File: src/rtl/dsss_pkg.sv
package dsss_pkg;
  localparam int SYM_W      = 4;
  localparam int N_SYMS     = 1 << SYM_W;
  localparam int CHIPS      = 32;
  localparam int CHIP_IDX_W = $clog2(CHIPS);
  localparam int ROT_STEP   = 4;

  typedef logic [CHIPS-1:0] chip_word_t;

  // bit n is chip n of code 0
  localparam chip_word_t BASE_CODE = 32'h744AC39B;

  function automatic chip_word_t spread_code(input logic [SYM_W-1:0] sym);
    chip_word_t w;
    int rot;
    rot = int'(sym[SYM_W-2:0]) * ROT_STEP;
    for (int n = 0; n < CHIPS; n++) begin
      w[n] = BASE_CODE[(n + CHIPS - rot) % CHIPS] ^ (sym[SYM_W-1] & ((n % 2) == 1));
    end
    return w;
  endfunction
endpackage

File: src/rtl/dsss_chip_rom.sv
module dsss_chip_rom
  import dsss_pkg::*;
#(
  parameter int DEPTH = N_SYMS
) (
  input  logic                     clk,
  input  logic                     rd_en,
  input  logic [$clog2(DEPTH)-1:0] rd_addr,
  output chip_word_t               rd_data
);
  chip_word_t table_w [DEPTH];

  for (genvar s = 0; s < DEPTH; s++) begin : g_fill
    assign table_w[s] = spread_code(SYM_W'(s));
  end

  // registered read so the table maps onto a block RAM
  always_ff @(posedge clk) begin
    if (rd_en) rd_data <= table_w[rd_addr];
  end
endmodule

File: src/rtl/dsss_chip_seq.sv
module dsss_chip_seq
  import dsss_pkg::*;
#(
  parameter int CLK_PER_CHIP = 125
) (
  input  logic                  clk,
  input  logic                  rst,
  input  logic                  sym_valid,
  output logic                  sym_ready,
  output logic                  load,
  output logic                  run,
  output logic                  tail,
  output logic [CHIP_IDX_W-1:0] chip_n,
  output logic [$clog2(CLK_PER_CHIP)-1:0] phase,
  output logic                  last_ph
);
  localparam int PH_W = $clog2(CLK_PER_CHIP);
  localparam logic [PH_W-1:0]       PH_LAST   = PH_W'(CLK_PER_CHIP - 1);
  localparam logic [CHIP_IDX_W-1:0] CHIP_LAST = CHIP_IDX_W'(CHIPS - 1);

  logic busy;

  assign busy      = run | tail;
  assign last_ph   = (phase == PH_LAST);
  assign sym_ready = ~busy | (last_ph & (run ? (chip_n == CHIP_LAST) : 1'b1));
  assign load      = sym_valid & sym_ready;

  always_ff @(posedge clk) begin
    if (rst) begin
      run    <= 1'b0;
      tail   <= 1'b0;
      chip_n <= '0;
      phase  <= '0;
    end else begin
      // Q pulse started in an odd period spills into the next period
      if (run && last_ph && chip_n[0]) tail <= 1'b1;
      else if (last_ph)                tail <= 1'b0;

      if (load) begin
        run    <= 1'b1;
        chip_n <= '0;
        phase  <= '0;
      end else if (busy) begin
        if (last_ph) begin
          phase <= '0;
          if (run) begin
            if (chip_n == CHIP_LAST) begin
              run    <= 1'b0;
              chip_n <= '0;
            end else begin
              chip_n <= chip_n + 1'b1;
            end
          end
        end else begin
          phase <= phase + 1'b1;
        end
      end
    end
  end
endmodule

File: src/rtl/dsss_iq_split.sv
module dsss_iq_split
  import dsss_pkg::*;
#(
  parameter int CLK_PER_CHIP = 125
) (
  input  logic                  clk,
  input  logic                  rst,
  input  logic                  run,
  input  logic                  tail,
  input  logic                  last_ph,
  input  logic [CHIP_IDX_W-1:0] chip_n,
  input  logic [$clog2(CLK_PER_CHIP)-1:0] phase,
  input  chip_word_t            word,
  output logic                  chip_stb,
  output logic                  i_act,
  output logic                  i_bit,
  output logic [$clog2(2*CLK_PER_CHIP)-1:0] i_smp,
  output logic                  q_act,
  output logic                  q_bit,
  output logic [$clog2(2*CLK_PER_CHIP)-1:0] q_smp
);
  localparam int SMP_W = $clog2(2*CLK_PER_CHIP);

  logic [SMP_W-1:0]      first_half;
  logic [SMP_W-1:0]      second_half;
  logic [CHIP_IDX_W-1:0] even_idx;
  logic                  q_hold;

  assign first_half  = SMP_W'(phase);
  assign second_half = SMP_W'(CLK_PER_CHIP) + SMP_W'(phase);
  assign even_idx    = {chip_n[CHIP_IDX_W-1:1], 1'b0};

  always_ff @(posedge clk) begin
    if (rst) begin
      chip_stb <= 1'b0;
      i_act    <= 1'b0;
      i_bit    <= 1'b0;
      i_smp    <= '0;
      q_act    <= 1'b0;
      q_bit    <= 1'b0;
      q_smp    <= '0;
      q_hold   <= 1'b0;
    end else begin
      chip_stb <= run && (phase == '0);

      if (run) begin
        i_act <= 1'b1;
        i_bit <= word[even_idx];
        i_smp <= chip_n[0] ? second_half : first_half;
      end else begin
        i_act <= 1'b0;
        i_bit <= 1'b0;
        i_smp <= '0;
      end

      // keep the odd chip so it survives a reload of the code word
      if (run && chip_n[0] && last_ph) q_hold <= word[chip_n];

      if (run && chip_n[0]) begin
        q_act <= 1'b1;
        q_bit <= word[chip_n];
        q_smp <= first_half;
      end else if (tail) begin
        q_act <= 1'b1;
        q_bit <= q_hold;
        q_smp <= second_half;
      end else begin
        q_act <= 1'b0;
        q_bit <= 1'b0;
        q_smp <= '0;
      end
    end
  end
endmodule

File: src/rtl/dsss_oqpsk_spreader.sv
module dsss_oqpsk_spreader
  import dsss_pkg::*;
#(
  parameter int CLK_PER_CHIP = 125,
  localparam int SMP_W = $clog2(2*CLK_PER_CHIP)
) (
  input  logic             clk,
  input  logic             rst,
  input  logic             sym_valid,
  input  logic [3:0]       sym_data,
  output logic             sym_ready,
  output logic             chip_stb,
  output logic             i_act,
  output logic             i_bit,
  output logic [SMP_W-1:0] i_smp,
  output logic             q_act,
  output logic             q_bit,
  output logic [SMP_W-1:0] q_smp
);
  localparam int PH_W = $clog2(CLK_PER_CHIP);

  logic                  load;
  logic                  run;
  logic                  tail;
  logic                  last_ph;
  logic [CHIP_IDX_W-1:0] chip_n;
  logic [PH_W-1:0]       phase;
  chip_word_t            word;

  dsss_chip_seq #(.CLK_PER_CHIP(CLK_PER_CHIP)) u_seq (
    .clk       (clk),
    .rst       (rst),
    .sym_valid (sym_valid),
    .sym_ready (sym_ready),
    .load      (load),
    .run       (run),
    .tail      (tail),
    .chip_n    (chip_n),
    .phase     (phase),
    .last_ph   (last_ph)
  );

  dsss_chip_rom #(.DEPTH(N_SYMS)) u_rom (
    .clk     (clk),
    .rd_en   (load),
    .rd_addr (sym_data),
    .rd_data (word)
  );

  dsss_iq_split #(.CLK_PER_CHIP(CLK_PER_CHIP)) u_split (
    .clk      (clk),
    .rst      (rst),
    .run      (run),
    .tail     (tail),
    .last_ph  (last_ph),
    .chip_n   (chip_n),
    .phase    (phase),
    .word     (word),
    .chip_stb (chip_stb),
    .i_act    (i_act),
    .i_bit    (i_bit),
    .i_smp    (i_smp),
    .q_act    (q_act),
    .q_bit    (q_bit),
    .q_smp    (q_smp)
  );
endmodule

File: config.mk
export PLATFORM = sky130hd
export DESIGN_NAME = dsss_oqpsk_spreader
export DESIGN_NICKNAME = d
export VERILOG_FILES = /design/src/rtl/dsss_pkg.sv /design/src/rtl/dsss_chip_rom.sv /design/src/rtl/dsss_chip_seq.sv /design/src/rtl/dsss_iq_split.sv /design/src/rtl/dsss_oqpsk_spreader.sv
export SDC_FILE = /design/constraint.sdc
export NUM_CORES = 1
export LEC_CHECK = 0
export CELL_PAD_IN_SITES_DETAIL_PLACEMENT = 1
export CELL_PAD_IN_SITES_GLOBAL_PLACEMENT = 2
export CORE_MARGIN = 2
export CORE_UTILIZATION = 37
export DETAILED_ROUTE_END_ITERATION = 12
export DONT_BUFFER_PORTS = 1
export GPL_TIMING_DRIVEN = 0
export PLACE_DENSITY_LB_ADDON = 0.15
export SLEW_MARGIN = 20
export SYNTH_ARGS = -nofsm -noshare
export SYNTH_HDL_FRONTEND = slang
export SYNTH_HIERARCHICAL = 1
export SYNTH_SLANG_ARGS = --single-unit
File: constraint.sdc
create_clock -name clk -period 3.1 [get_ports clk]
set_input_delay 0.31 -clock clk [delete_from_list [all_inputs] [get_ports clk]]
set_output_delay 0.31 -clock clk [all_outputs]
set_load 0.1 [all_outputs]
==> impl_metrics.csv <==
group,metric,value,unit
run_status,status,"complete, no violations",
timing,period_minus_slack,2.55,ns
synthesis,ys_ff_latch,68,
grt,grt_pass1_wl,12.7,mm
grt,overflow,0,
timing,setup_viol,0,
floorplan,rows,35,
floorplan,core_area,9200,sq um
place,io_buffer_count,0,
setup_path,critPathMaxFanout,14,
place,place_hpwl,5.61,mm
setup_path,crit_chain,"ha_1 > and3_1 > ha_1 > inv_1 > a21oi_2 > buf_8",
floorplan,dieArea,10300,sq um
floorplan,ioPinCount,29,
timing,period_share,82.2,%
pwr,peakVddDrop,0.156,mV
setup_path,r2r_cells,7,
place,dp_cells,450,
setup_path,cp_slowest_cell,"dfxtp_1",
detailed_routing,initialDrtViolationCount,101,
setup_path,cp_top_family,"flip-flops",
pwr,leakagePower,1.40,nW
finish,multi_input_area,1670,sq um
setup_path,start_kind,"register",
grt,grt.total_usage,16.2,%
clock_tree,clk_pin_slew,0.08,ns
pwr,p_per_area,478,nW/um^2
synthesis,synth_fp_nets,358,
clock_tree,postCtsResizedCells,0,
synthesis,synth_area_leaders,"edfxtp_1 27%, dfxtp_1 21%, ha_1 5.0%, nor2_1 3.9%, nand2_1 3.6%",
timing,worst_pin_slew,0.959,ns
clock_tree,htree_levels,3,
floorplan,start_util,38.1,%
setup_path,required,2.79,ns
setup_path,crit_arrival,2.24,ns
finish,fillCellCount,1034,
grt,antenna_found_initial,0,
detailed_routing,via_count,2413,
detailed_routing,drc_errors,0,
clock_tree,cts_buffers,9,
setup_path,cp-end-kind,"output pin",
finish,finalNonFillerCells,466,
floorplan,fp.dieW,101,um
finish,num_antenna_cells,0,
clock_tree,clkSinkCount,68,
hold_path,whs_path_depth,1,
finish,drive_gt1_share,13.0,%
synthesis,synth_top_area_share,27.5,%
pwr,power,1.85,mW
timing,setup_ws,0.553,ns
clock_tree,cts_hold_buf,0,
detailed_routing,vias_per_cell,5.18,
detailed_routing,post_drt_wl_per_cell,16.2,um
setup_path,path_buf_inv,2,
setup_path,crit_path_frequent_cell,"ha_1",
detailed_routing,dr.pass1.iters,4,
setup_path,setup.worst_path.class,"reg -> out",
run,max_cap_viol_count,0,
synthesis,yosys.area.top_type,"edfxtp_1",
finish,area_delta_synth_final,10.4,%
synthesis,ys_types,52,
clock_tree,root_buffer,"clkbuf_8",
grt,grt_pass1_vias,2499,
synthesis,syn_avg_cell_area,10.4,sq um
timing,hold_viol_final,0,
timing,slew_violations,0,
synthesis,synthFlopType,"dfxtp_1",
finish,register_area,1680,sq um
detailed_routing,ant_nets,0,
timing,rsz0062_at_grt,"no",
synthesis,synth_edf_count,32,
synthesis,ys_seq_area_share,48.1,%
clock_tree,clockBufferDepth,2,
clock_tree,post-cts-setup-buffers,0,
floorplan,die-height,101,um
setup_path,cp_num_cells,6,
clock_tree,clock_latency,0.33,ns
finish,nNetsFinal,371,
timing,max_freq,393,MHz
clock_tree,cts_tree,"yes",
synthesis,ys_warn_count,6,
detailed_routing,wl,7.54,mm
synthesis,netlist_area,3500,sq um
grt,grt_max_degree,29,
place,place_ws,0.623,ns
timing,fin_skew,0.0115,ns
timing,relSlewSlack,36.0,%
synthesis,async_flop_share,0,%
place,gp_congestion,0.820,
hold_path,min_path_type,"in -> reg",
setup_path,slowest_delay,0.63,ns
synthesis,synthCells,337,
metrics by stage:
stage          setup TNS [ns]  utilization (%)  hold WS (ns)  cell area (sq um)
6_report                    0             42.0        0.0327               3860
5_1_grt                     0             42.0       0.00966               3860
4_1_cts                     0             42.0       0.00695               3860
3_5_place_dp                0             40.1         0.383               3680
3_3_place_gp            -4.54             39.6         0.383               3640
2_1_floorplan               0                -         0.379               3500
final timing paths:
kind	startpoint	to	slack [ns]
hold reg to reg	u_split/q_hold	u_split/q_hold	0.55
setup reg to reg	u_seq/chip_n[0]	u_rom/rd_data[3]	0.64
setup / recovery	u_seq/chip_n[0]	sym_ready	0.55
hold / removal	rst	u_seq/tail	0.03
metal layers:
layer	global-route usage, %	wire length (um)
met1	19.1	3420
met5	0	0
met2	28.9	3850
met4	6.76	89
met3	2.69	172
cells by family (layout without fill, tap and decap cells):
family,after synthesis,after routing,synth area share [%]
DFF,68,68,48.1
and+or+nand+nor,106,106,14.6
adders and majority gates,14,14,5.01
buffers and inverters,31,49,4.54
muxes,24,24,8.80
AOI/OAI and AO/OA,69,69,12.7
xor gates and xnor gates,25,25,6.26
synth_stat cells, drive strengths merged, types with 3 or more instances:
master,instances
xnor2,13
nand2,34
ha,14
a211oi,4
and3,3
edfxtp,32
and2,4
xor2,12
nand2b,4
a22oi,7
inv,16
nor3,4
nor2,36
nor2b,5
a21oi,24
mux2,8
o21ai,17
buf,8
dfxtp,36
nand3,6
mux4,4
mux2i,12
clkbuf,7
final cells by class:
cell class                 count  area share, %
buffer                        15           2.56
tap                          111           3.59
clock buffer                  12           4.05
multi-input combinational    238           43.2
timing repair buffer           2          0.907
inverter                      16           1.55
sequential                    68           43.5
clock inverter                 4          0.583
flip-flops by register name, summed over array words and instances, names as in the netlist:
signal	cells
u_seq/chip_n	5
u_split/q_hold	1
u_split/chip_stb	1
u_split/i_smp	8
u_seq/run	1
u_seq/phase	7
u_split/i_act	1
u_split/q_act	1
u_split/q_bit	1
u_split/i_bit	1
u_rom/rd_data	32
u_seq/tail	1
u_split/q_smp	8
worst reg2reg max path, delay by kind of cell (launching register included):
kind / cells / cell delay, ns
adder cells (fa/ha/maj): 2 / 0.57
AND/OR/NAND/NOR: 2 / 0.36
AO/OA/AOI/OAI: 1 / 0.23
buffers and inverters: 2 / 0.35
flip-flops: 1 / 0.63
placed cells by master, fill, tap and decap left out, types with 3 or more instances in the layout:
master	count
nor3_1	4
mux2i_1	12
mux2_2	8
nor2_1	35
clkbuf_1	6
nand2_1	34
o21ai_0	15
edfxtp_1	32
nand2b_1	3
xor2_1	12
a211oi_1	4
xnor2_1	13
clkbuf_8	9
and2_1	4
nand3_1	5
a21oi_1	22
nor2b_1	5
a22oi_1	7
buf_2	3
inv_1	15
ha_1	14
clkinv_2	3
dfxtp_1	36
and3_1	3
buf_6	3
report_power, final:
part	switching, mW	internal (mW)	total, mW
Combinational	0.102	0.0689	0.171
Sequential	0.0323	0.983	1.01
Clock	0.326	0.336	0.662
No activity file was read; power rests on OpenSTA's default activity.
